File: config.mk
export PLATFORM = sky130hd
export DESIGN_NAME = cyc_scaler_bank
export DESIGN_NICKNAME = d
export VERILOG_FILES = /design/src/rtl/cyc_scaler_pkg.sv /design/src/rtl/scaler_cnt.sv /design/src/rtl/busy_first_gate.sv /design/src/rtl/scaler_regs.sv /design/src/rtl/cyc_scaler_bank.sv
export SDC_FILE = /design/constraint.sdc
export NUM_CORES = 1
export LEC_CHECK = 0
export ABC_AREA = 1
export BUFFER_PORTS_ARGS = -buffer_cell sky130_fd_sc_hd__buf_2
export CAP_MARGIN = 20
export CORE_MARGIN = 2
export CORE_UTILIZATION = 55
export CTS_CLUSTER_SIZE = 12
export DETAILED_ROUTE_END_ITERATION = 7
export MAX_ROUTING_LAYER = met4
export PLACE_DENSITY = 0.74
export SYNTH_ARGS = -nofsm -noshare
export SYNTH_HDL_FRONTEND = slang
export SYNTH_SLANG_ARGS = --single-unit
File: constraint.sdc
create_clock -name clk -period 1.8 [get_ports clk]
set_input_delay 0.18 -clock clk [delete_from_list [all_inputs] [get_ports clk]]
set_output_delay 0.18 -clock clk [all_outputs]
set_load 0.02 [all_outputs]
File: src/rtl/cyc_scaler_pkg.sv
`timescale 1ns/1ps
package cyc_scaler_pkg;
  localparam int NUM_CNT   = 7;
  localparam int WORD_W    = 16;
  localparam int BASE_ADDR = 20;
  localparam int FRC_ADDR  = 3;
  localparam int ALL_BIT   = 15;
  localparam int IDX_CYC   = 0;
  localparam int IDX_ACC   = 1;
  localparam int IDX_REJ   = 2;
  localparam int IDX_TICK  = 3;
  localparam int IDX_ENV   = 4;
  localparam int IDX_WAIT  = 5;
  localparam int IDX_BUSY  = 6;
  typedef logic [WORD_W-1:0] word_t;
endpackage

File: src/rtl/scaler_cnt.sv
`timescale 1ns/1ps
module scaler_cnt #(
  parameter int CNT_W = 32
) (
  input  logic             clk,
  input  logic             rst_n,
  input  logic             clr,
  input  logic             inc,
  output logic [CNT_W-1:0] cnt
);
  logic [CNT_W-1:0] cnt_d;

  always_comb begin
    cnt_d = cnt;
    if (clr)      cnt_d = '0;
    else if (inc) cnt_d = cnt + CNT_W'(1);
  end

  always_ff @(posedge clk or negedge rst_n) begin
    if (!rst_n) cnt <= '0;
    else        cnt <= cnt_d;
  end
endmodule

File: src/rtl/busy_first_gate.sv
`timescale 1ns/1ps
module busy_first_gate (
  input  logic clk,
  input  logic rst_n,
  input  logic env,
  input  logic wait_i,
  input  logic busy,
  output logic hit
);
  logic seen_q, seen_d;

  // The first waiting clock of an envelope decides; later clocks are ignored.
  always_comb begin
    hit    = env && wait_i && !seen_q && busy;
    seen_d = env ? (seen_q || wait_i) : 1'b0;
  end

  always_ff @(posedge clk or negedge rst_n) begin
    if (!rst_n) seen_q <= 1'b0;
    else        seen_q <= seen_d;
  end
endmodule

File: src/rtl/scaler_regs.sv
`timescale 1ns/1ps
module scaler_regs
  import cyc_scaler_pkg::*;
#(
  parameter int CNT_W  = 32,
  parameter int ADDR_W = 6
) (
  input  logic                            clk,
  input  logic                            rst_n,
  input  logic                            wr_en,
  input  logic                            rd_en,
  input  logic [ADDR_W-1:0]               addr,
  input  word_t                           wdata,
  input  logic [NUM_CNT-1:0][CNT_W-1:0]   cnt_all,
  output logic [NUM_CNT-1:0]              hold,
  output word_t                           rdata
);
  localparam int TOP_ADDR = BASE_ADDR + 2*NUM_CNT;

  word_t                    frc_q, frc_d;
  word_t                    rdata_d;
  logic [NUM_CNT-1:0][15:0] shadow_q, shadow_d;
  logic [NUM_CNT-1:0][15:0] lo_w, hi_w;
  logic [ADDR_W-1:0]        off;
  logic                     in_cnt;

  for (genvar i = 0; i < NUM_CNT; i++) begin : g_split
    logic [31:0] ext;
    assign ext     = 32'(cnt_all[i]);
    assign lo_w[i] = ext[15:0];
    assign hi_w[i] = ext[31:16];
    assign hold[i] = frc_q[i] | frc_q[ALL_BIT];
  end

  always_comb begin
    off     = addr - ADDR_W'(BASE_ADDR);
    in_cnt  = (addr >= ADDR_W'(BASE_ADDR)) && (addr < ADDR_W'(TOP_ADDR));
    frc_d    = frc_q;
    shadow_d = shadow_q;
    rdata_d  = rdata;
    if (wr_en && addr == ADDR_W'(FRC_ADDR)) frc_d = wdata;
    if (rd_en) begin
      rdata_d = '0;
      if (addr == ADDR_W'(FRC_ADDR)) rdata_d = frc_q;
      for (int i = 0; i < NUM_CNT; i++) begin
        if (in_cnt && off[ADDR_W-1:1] == (ADDR_W-1)'(i)) begin
          if (!off[0]) begin
            rdata_d     = lo_w[i];
            shadow_d[i] = hi_w[i];
          end else begin
            rdata_d = shadow_q[i];
          end
        end
      end
    end
  end

  always_ff @(posedge clk or negedge rst_n) begin
    if (!rst_n) begin
      frc_q    <= '0;
      shadow_q <= '0;
      rdata    <= '0;
    end else begin
      frc_q    <= frc_d;
      shadow_q <= shadow_d;
      rdata    <= rdata_d;
    end
  end
endmodule

File: src/rtl/cyc_scaler_bank.sv
`timescale 1ns/1ps
module cyc_scaler_bank
  import cyc_scaler_pkg::*;
#(
  parameter int CNT_W  = 32,
  parameter int ADDR_W = 6
) (
  input  logic              clk,
  input  logic              rst_n,
  input  logic              q_env,
  input  logic              q_wait,
  input  logic              q_send,
  input  logic              q_xfer,
  input  logic              q_busy,
  input  logic              wr_en,
  input  logic              rd_en,
  input  logic [ADDR_W-1:0] addr,
  input  logic [15:0]       wdata,
  output logic [15:0]       rdata
);
  logic [NUM_CNT-1:0][CNT_W-1:0] cnt_all;
  logic [NUM_CNT-1:0]            hold;
  logic [NUM_CNT-1:0]            inc;
  logic                          busy_hit;

  busy_first_gate u_gate (
    .clk(clk), .rst_n(rst_n), .env(q_env), .wait_i(q_wait),
    .busy(q_busy), .hit(busy_hit)
  );

  always_comb begin
    inc           = '0;
    inc[IDX_CYC]  = q_send;
    inc[IDX_ACC]  = q_send && q_xfer;
    inc[IDX_REJ]  = q_send && !q_xfer;
    inc[IDX_TICK] = 1'b1;
    inc[IDX_ENV]  = q_env;
    inc[IDX_WAIT] = q_wait;
    inc[IDX_BUSY] = busy_hit;
  end

  for (genvar i = 0; i < NUM_CNT; i++) begin : g_cnt
    scaler_cnt #(.CNT_W(CNT_W)) u_cnt (
      .clk(clk), .rst_n(rst_n), .clr(hold[i]), .inc(inc[i]), .cnt(cnt_all[i])
    );
  end

  scaler_regs #(.CNT_W(CNT_W), .ADDR_W(ADDR_W)) u_regs (
    .clk(clk), .rst_n(rst_n), .wr_en(wr_en), .rd_en(rd_en), .addr(addr),
    .wdata(wdata), .cnt_all(cnt_all), .hold(hold), .rdata(rdata)
  );
endmodule

==> impl_metrics.ini, run 1 <==
[timing]
setup_ws_ps = -12.2
finalHoldViolations = 0
period_share = 1.01
rsz0062_at_grt = yes
clock_skew_ps = 16.6
setup_violations = 1
relSlewSlack = 0.575
period_needed_ps = 1810
max_freq_ghz = 0.552
worst_pin_slew_ps = 637
maxSlewViolCount = 0

[placed_design]
place_hpwl_mm = 50.4
postPlaceCellArea_mm2 = 0.0233
io_buffer_count = 46
dp.cells = 3616
gp_congestion = 0.960
pre_cts_slack_ps = -176

[clock_network]
clock-root-buffer = clkbuf_16
htree_levels = 2
clk_latency_ps = 570
clkTransAtPathRegs_ps = 60
cts_buffers = 42
cts_tree = built
clk_path_buf_depth = 3
cts_sinks = 369

[floorplan]
row_count = 71
die-area_mm2 = 0.0398
fp.dieH_um = 199
die_w_um = 199
io-pin-count = 47
core_area_mm2 = 0.0377
initial_core_util = 0.557

[pwr]
p_leak_nw = 11.3
seq_power_share = 0.452
power_mw = 19.0
ir_drop_v = 0.000725
power_frac_comb = 0.081
powerDensity_mw_per_mm2 = 741
clock_power_share = 0.466
p_sw_frac = 0.249
switchingPower_mw = 4.74
p_int_mw = 14.3

[setup_path]
cp.arrival_ps = 2290
crit_type = reg2reg
r2r_start = g_cnt[4].u_cnt.cnt[1]
rrSetupSlack_ps = -10
crit_top_cell = nand2_2
critical_path_required_ps = 2280
path_cells = ha_2, nand3_2, nor2_4, nand4_1, nor2_2, buf_4, nand2_2, inv_2, nand2_2, a211oi_2
cp-end-kind = flop
critPathMaxFanout = 3
crit_path_top_delay_cell = dfrtp_1
start_kind = flop
slowest_delay_ps = 370
critPathLaunch = g_cnt[4].u_cnt.cnt[1]

[synthesis]
synthDominantCellAreaShare = 0.440
ys_seq_area_frac = 0.440
ys_types = 44
syn_inst = 2943
ys.flop_type = dfrtp_1
synthTopCellsByArea = dfrtp_1 (44%), nand2_1 (14%), o21ai_0 (7.4%)
syn_area_mm2 = 0.0210
syn_area_per_cell_um2 = 7.13
yosys_warnings = 0
async_flop_share = 1.00
syn_nets = 2983
ys_ff_latch = 369
netlist.top_cell.by_area = dfrtp_1
synth_edf_count = 0

[run_status]
status = finished with violations
violations = setup timing

[global_routing]
antenna_found_initial = 2
grt_start_max_net_pins = 57
grt_pass1_wl_mm = 108
grt_pass1_vias = 20233
grt_use_total = 0.357
gr-total-overflow = 0

[final_layout]
area_growth_pct = 22.5
final_cells = 3733
final_cell_mix = nand2_1 (745), dfrtp_1 (367), inv_1 (337)
nNetsFinal = 3231
drive_gt1_frac = 0.167
layout_commonest_cell = nand2_1
final_cell_area_mm2 = 0.0257

[drt]
drt_iter0_drc = 1906
via_per_inst = 5.70
vias = 21292
postRouteAntennaNets = 0
drt_first_pass_iters = 7
wl_mm = 68.4
drc = 0
wl_per_cell_um = 18.3

[worst_hold_path]
hold_path.class = in2reg
hold_start = rd_en

[run]
cap_violations = 0
flip-flops by register name, indices dropped and copies added (netlist names):
| register | cells |
|---|---|
| u_regs.frc_q | 16 |
| g_cnt.u_cnt.cnt | 224 |
| u_regs.shadow_q | 112 |
| u_regs.rdata | 16 |
| u_gate.seen_q | 1 |
power by group through the flow:
| stage | clock, mW | combinational, mW | sequential [mW] |
|---|---|---|---|
| floorplan | 0 | 0.680 | 8.72 |
| global placement | 0 | 1.44 | 8.75 |
| detailed placement | 0 | 1.46 | 8.75 |
| CTS | 8.96 | 1.50 | 8.61 |
| global route | 9.30 | 1.69 | 8.63 |
| finish | 8.88 | 1.55 | 8.61 |
per-stage QoR:
| stage | TNS, ps | utilization | hold WS (ps) |
|---|---|---|---|
| after detailed placement | -6330 | 0.620 | 172 |
| after global routing | -1160 | 0.683 | 51.3 |
| after floorplan | 0 | - | -116 |
| after CTS | 0 | 0.666 | 3.35 |
| after global placement | -3920 | 0.620 | 189 |
| final | -12.2 | 0.683 | 18.0 |
logic make-up after synthesis:
logic type                 Yosys count  share of synthesized area
AOI/OAI and AO/OA                  490                      0.121
xor gates and xnor gates            26                     0.0108
adders and majority gates            9                    0.00536
buffers and inverters              453                     0.0838
DFF                                369                      0.440
muxes                               16                    0.00894
and+or+nand+nor                   1580                      0.330
final timing paths:
path                                          end  depth (start not counted)
max reg2reg                g_cnt[4].u_cnt.cnt[16]                         10
max in group asynchronous        u_regs.frc_q[15]                          3
min reg2reg                   u_regs.shadow_q[74]                          2
min                           u_regs.shadow_q[74]                          5
max                        g_cnt[4].u_cnt.cnt[16]                         10
min in group asynchronous     u_regs.shadow_q[18]                          2
critical path, delay by kind of cell, from the launching register on:
| kind | cells | cell delay, ps |
|---|---|---|
| simple gates | 6 | 720 |
| flops | 1 | 370 |
| compound gates | 1 | 230 |
| buf+inv | 2 | 210 |
| fa+ha+maj | 1 | 200 |
per-layer routing:
metal / global-route usage / part of all wire
met3: 0.0430 / 0.065
met5: - / 0
met4: 0.133 / 0.038
met1: 0.482 / 0.44
met2: 0.556 / 0.46
cells in the mapped netlist (7+ instances only):
master / n
clkbuf_1: 59
nor3b_1: 7
o21ai_0: 311
ha_1: 9
nor2_1: 271
mux2_2: 12
xor2_1: 20
o21a_1: 17
nor3_1: 121
nand4_1: 89
nor4_1: 24
nor2_2: 13
buf_2: 33
a21oi_1: 111
o21ai_1: 33
inv_1: 344
dfrtp_1: 369
nand2_1: 770
nand3_1: 258
timing repair:
| item | 4_1_cts | 5_1_grt |
|---|---|---|
| hold endpoints to repair | 54 | 0 |
| resized for setup | 25 | 139 |
| hold buffers | 18 | 0 |
| setup endpoints to repair | 21 | 78 |
| setup buffers | 5 | 18 |
| pin swaps | 12 | 41 |
layout make-up:
cell class / count / area (um^2)
fill: 3259 / 12000
multi-input combinational: 2121 / 10600
sequential: 369 / 9240
timing repair buffer: 306 / 2530
inverter: 351 / 1320
clock buffer: 58 / 1260
tap: 511 / 639
clock inverter: 15 / 156
antenna: 2 / 5.00
Note: power is estimated with default switching activity, not from simulation.
==> run 2, diff against run 1 <==
- PLACE_DENSITY: 0.74 -> 0.71
- clock period: 1.8 -> 2.19 ns (I/O delays scaled with it)
==> run 2 against run 1 <==
Net effect:
- the flow now finishes without violations
- via count down 4.7%
- cell count fell by 4.1%
- non-clock buffer count down 157
- critical path type unchanged
- largest power group unchanged
==> impl_metrics.ini, run 2 (synthesis gave the netlist of run 1 again) <==
[global_routing]
grt_pass1_wl_mm = 104
antenna_found_initial = 2
grt_pass1_vias = 19555
gr-total-overflow = 0
grt_use_total = 0.344
grt_start_max_net_pins = 70

[timing]
max_freq_ghz = 0.492
rsz0062_at_grt = yes
setup_violations = 0
clock_skew_ps = 22.3
period_needed_ps = 2030
finalHoldViolations = 0
setup_ws_ps = 159
relSlewSlack = 0.526
fin_setup_tns_ps = 0
whs_ps = 60.1
period_share = 0.928
worst_pin_slew_ps = 710
maxSlewViolCount = 0

[final_layout]
reg_top3 = g_cnt.u_cnt.cnt: 224 flops, u_regs.shadow_q: 112 flops
nNetsFinal = 3074
final_cell_area_mm2 = 0.0239
largest-register = g_cnt.u_cnt.cnt
final_cell_mix = nand2_1 (770), dfrtp_1 (369), inv_1 (344)
utilization = 0.636
largest_reg_flops = 224
nFillCells = 3456
multi_input_area_mm2 = 0.0100
area_growth_pct = 14.1
drive_gt1_frac = 0.0861
layout_commonest_cell = nand2_1
regArea_mm2 = 0.00923

[setup_path]
path_cells = inv_1, nand2_1, nor2_1, nor4_1, nand4_1, nor2_1, nor2_1
cp.arrival_ps = 2490
cp-end-kind = flop
crit_type = reg2reg
reg2reg_depth = 7
r2r_start = u_regs.frc_q[15]
rrSetupSlack_ps = 160
crit_top_cell = nor2_1
critical_path_required_ps = 2650
crit_path_top_delay_cell = dfrtp_1
r2r_end = g_cnt[0].u_cnt.cnt[28]
start_kind = flop
critPathMaxFanout = 7
slowest_delay_ps = 620
critPathLaunch = u_regs.frc_q[15]

[run]
cap_violations = 0

[drt]
via_per_inst = 5.67
drt_iter0_drc = 1791
wl_mm = 64.8
vias = 20298
drc = 0
wl_per_cell_um = 18.1
drt_first_pass_iters = 6
postRouteAntennaNets = 0

[worst_hold_path]
hold_path.class = in2reg
hold_path_end = g_cnt[5].u_cnt.cnt[2]
hold_start = q_wait
hold_depth = 3

[clock_network]
cts_sinks = 369
clk_latency_ps = 580
cts_buffers = 42
clock-root-buffer = clkbuf_16
htree_levels = 2
cts_tree = built
post_cts_buffers = 0
clkTransAtPathRegs_ps = 60
clk_path_buf_depth = 3

[run_status]
status = completed

[floorplan]
die_w_um = 199
die-area_mm2 = 0.0398
row_count = 71
initial_core_util = 0.557
io-pin-count = 47
core_area_mm2 = 0.0377
fp.dieH_um = 199

[placed_design]
place_hpwl_mm = 48.3
postPlaceCellArea_mm2 = 0.0223
pre_cts_slack_ps = 13.7
gp_congestion = 0.995
io_buffer_count = 46

[pwr]
p_leak_nw = 10.4
ir_drop_v = 0.000505
powerDensity_mw_per_mm2 = 659
-- run 2: layout make-up --
type | count | area share
tap | 511 | 0.0267
sequential | 369 | 0.386
inverter | 351 | 0.0550
multi-input combinational | 2121 | 0.420
antenna | 2 | 0.000209
clock buffer | 65 | 0.0548
timing repair buffer | 149 | 0.0513
clock inverter | 12 | 0.00690
-- run 2: worst max-delay path by stage --
| stage | to | slack [ps] | cells after the start |
|---|---|---|---|
| 3_3_place_gp | u_regs.shadow_q[61] | 100 | 11 |
| 6_report | g_cnt[0].u_cnt.cnt[28] | 160 | 7 |
| 4_1_cts | g_cnt[0].u_cnt.cnt[30] | 180 | 11 |
| 2_1_floorplan | u_regs.shadow_q[81] | 410 | 11 |
| 5_1_grt | g_cnt[0].u_cnt.cnt[30] | -30 | 11 |
| 3_5_place_dp | u_regs.shadow_q[55] | 10 | 12 |
-- run 2: repair_timing --
action,CTS,global route
endpoints found under the setup margin,0,10
hold buffers,18,0
hold endpoints to repair,172,0
gates resized for setup,0,8
-- run 2: critical path, delay by kind of cell (launching register included) --
| kind | cells | cell delay [ps] |
|---|---|---|
| flip-flops | 1 | 620 |
| AND/OR/NAND/NOR | 6 | 1160 |
| buffers and inverters | 1 | 140 |
-- run 2: layer usage --
layer  GRT usage  vias to the layer above  wire length [um]
li1            -                     9853                 -
met1       0.464                     9606             28500
met2       0.535                      724             29600
met3      0.0441                      115              4330
met4       0.129                        0              2320
met5           -                        -                 0
-- run 2: power by group --
| part | switching, mW | internal [mW] |
|---|---|---|
| Clock | 2.97 | 4.59 |
| Combinational | 0.800 | 0.333 |
| Sequential | 0.111 | 6.97 |
| Total | 3.88 | 11.9 |
-- run 2: through the flow --
step	power [mW]	instances
after floorplan	7.72	2943
after global placement	8.28	3483
after detailed placement	8.30	3483
after CTS	15.9	3578
after global routing	16.3	3580
final	15.8	3580
==> run 3, diff against run 2 <==
- PLACE_DENSITY: 0.71 -> 0.74
- clock period: 2.19 -> 1.7 ns (I/O delays scaled with it)
==> run 3 against run 2 <==
Net effect:
- the run now ends with setup timing left
- fmax up 13%
- worst setup slack worse by 260 ps
- via count up 8.0%
- core utilization up 9.0 points
- non-clock buffer count up 257
- total power up 30%
- clock skew down 9.2 ps
- cell count up 7.1%
- routed wire length up 11%
- sequential power up 29%
==> impl_metrics.ini, run 3 (synthesis gave the netlist of run 1 again) <==
[run_status]
status = finished with violations
violations = setup timing

[drt]
drt_iter0_drc = 2075
wl_mm = 71.7
drt_first_pass_iters = 8
via_per_inst = 5.72
postRouteAntennaNets = 0
wl_per_cell_um = 18.7
drc = 0
vias = 21930

[setup_path]
start_kind = flop
crit_type = reg2reg
critical_path_required_ps = 2190
cp-end-kind = flop
critPathMaxFanout = 2
r2r_start = g_cnt[6].u_cnt.cnt[0]
critPathLaunch = g_cnt[6].u_cnt.cnt[0]
cp.arrival_ps = 2290

[clock_network]
clk_path_buf_depth = 3
clkTransAtPathRegs_ps = 60
htree_levels = 2
cts_buffers = 42
clock-root-buffer = clkbuf_16
cts_sinks = 369
clk_latency_ps = 580
cts_tree = built

[timing]
worst_pin_slew_ps = 676
rsz0062_at_grt = yes
finalHoldViolations = 0
period_needed_ps = 1800
setup_violations = 17
setup_ws_ps = -103
whs_ps = 54.5
period_share = 1.06
relSlewSlack = 0.549
max_freq_ghz = 0.555
clock_skew_ps = 13.1
maxSlewViolCount = 0

[final_layout]
nNetsFinal = 3331
largest-register = g_cnt.u_cnt.cnt
layout_commonest_cell = nand2_1
reg_top3 = g_cnt.u_cnt.cnt: 224 flops, u_regs.shadow_q: 112 flops
final_cell_mix = nand2_1 (719), dfrtp_1 (363), inv_1 (323)
largest_reg_flops = 224
final_cell_area_mm2 = 0.0274
drive_gt1_frac = 0.235
final_cells = 3834
area_growth_pct = 30.3
utilization = 0.726

[global_routing]
grt_use_total = 0.366
grt_pass1_wl_mm = 110
antenna_found_initial = 1
grt_start_max_net_pins = 80
grt_pass1_vias = 20879
gr-total-overflow = 0

[pwr]
powerDensity_mw_per_mm2 = 751
power_mw = 20.5
p_leak_nw = 12.1
ir_drop_v = 0.000837

[floorplan]
initial_core_util = 0.557
die_w_um = 199
row_count = 71
io-pin-count = 47
core_area_mm2 = 0.0377
die-area_mm2 = 0.0398
fp.dieH_um = 199

[placed_design]
io_buffer_count = 46
postPlaceCellArea_mm2 = 0.0239
gp_congestion = 0.986
place_hpwl_mm = 51.9
dp.cells = 3691

[run]
cap_violations = 0

[worst_hold_path]
hold_start = q_wait
hold_path.class = in2reg
run 3: cell types whose count changed in the layout (fill, tap and decap cells not counted), sizes merged:
cell / change
buf: +257
diode: -1
clkinv: +1
clkbuf: -3
run 3: final timing paths:
path / end / slack, ps / cells after the start
setup / recovery: g_cnt[6].u_cnt.cnt[30] / -100 / 10
min in group asynchronous: g_cnt[1].u_cnt.cnt[1] / 90 / 2
setup reg to reg: g_cnt[6].u_cnt.cnt[30] / -100 / 10
max in group asynchronous: g_cnt[5].u_cnt.cnt[16] / 800 / 3
hold / removal: g_cnt[5].u_cnt.cnt[2] / 50 / 4
hold reg to reg: u_regs.shadow_q[19] / 490 / 2
run 3: per-stage QoR:
step | TNS (ps) | setup WS [ps]
floorplan | -63.0 | -63.0
global placement | -14530 | -194
detailed placement | -20360 | -231
CTS | -292 | -85.2
global route | -4290 | -190
finish | -783 | -103
run 3: repair_timing:
item	4_1_cts	5_1_grt
setup endpoints to repair	59	150
resized for setup	79	301
endpoints found under the hold margin	386	0
pin swaps	19	74
hold buffers	18	0
setup buffers	20	34
run 3: where the power goes:
part           switching (mW)  total [mW]  leakage (nW)  internal (mW)
combinational            1.12        1.68          6.37          0.559
sequential              0.134        9.11          5.04           8.97
clock                    3.86        9.75         0.725           5.89
total                    5.11        20.5          12.1           15.4
run 3: critical path: stages (launching register included):
cell     delay, ps
dfrtp_1        360
ha_2           190
inv_2           50
nor3_4         180
buf_4          160
nand2_2         40
nor2_2         110
nand3_2        110
nor3_2         220
nand3_1        130
a21oi_1        170
run 3: area by class of cell:
cell class                      instances  area (um^2)
Timing Repair Buffer                  406         3350
Antenna cell                            1         2.50
Clock buffer                           62         1300
Inverter                              351         1340
Sequential cell                       369         9240
Multi-Input combinational cell       2121        11300
Clock inverter                         13          170
Fill cell                            3033        10300
Tap cell                              511          639
run 3: routing by layer:
metal / global-route usage / part of all wire / vias to the layer above
met5: - / 0 / -
met4: 0.154 / 0.042 / 0
met3: 0.0486 / 0.064 / 184
met2: 0.578 / 0.47 / 849
met1: 0.478 / 0.42 / 10516
li1: - / - / 10381
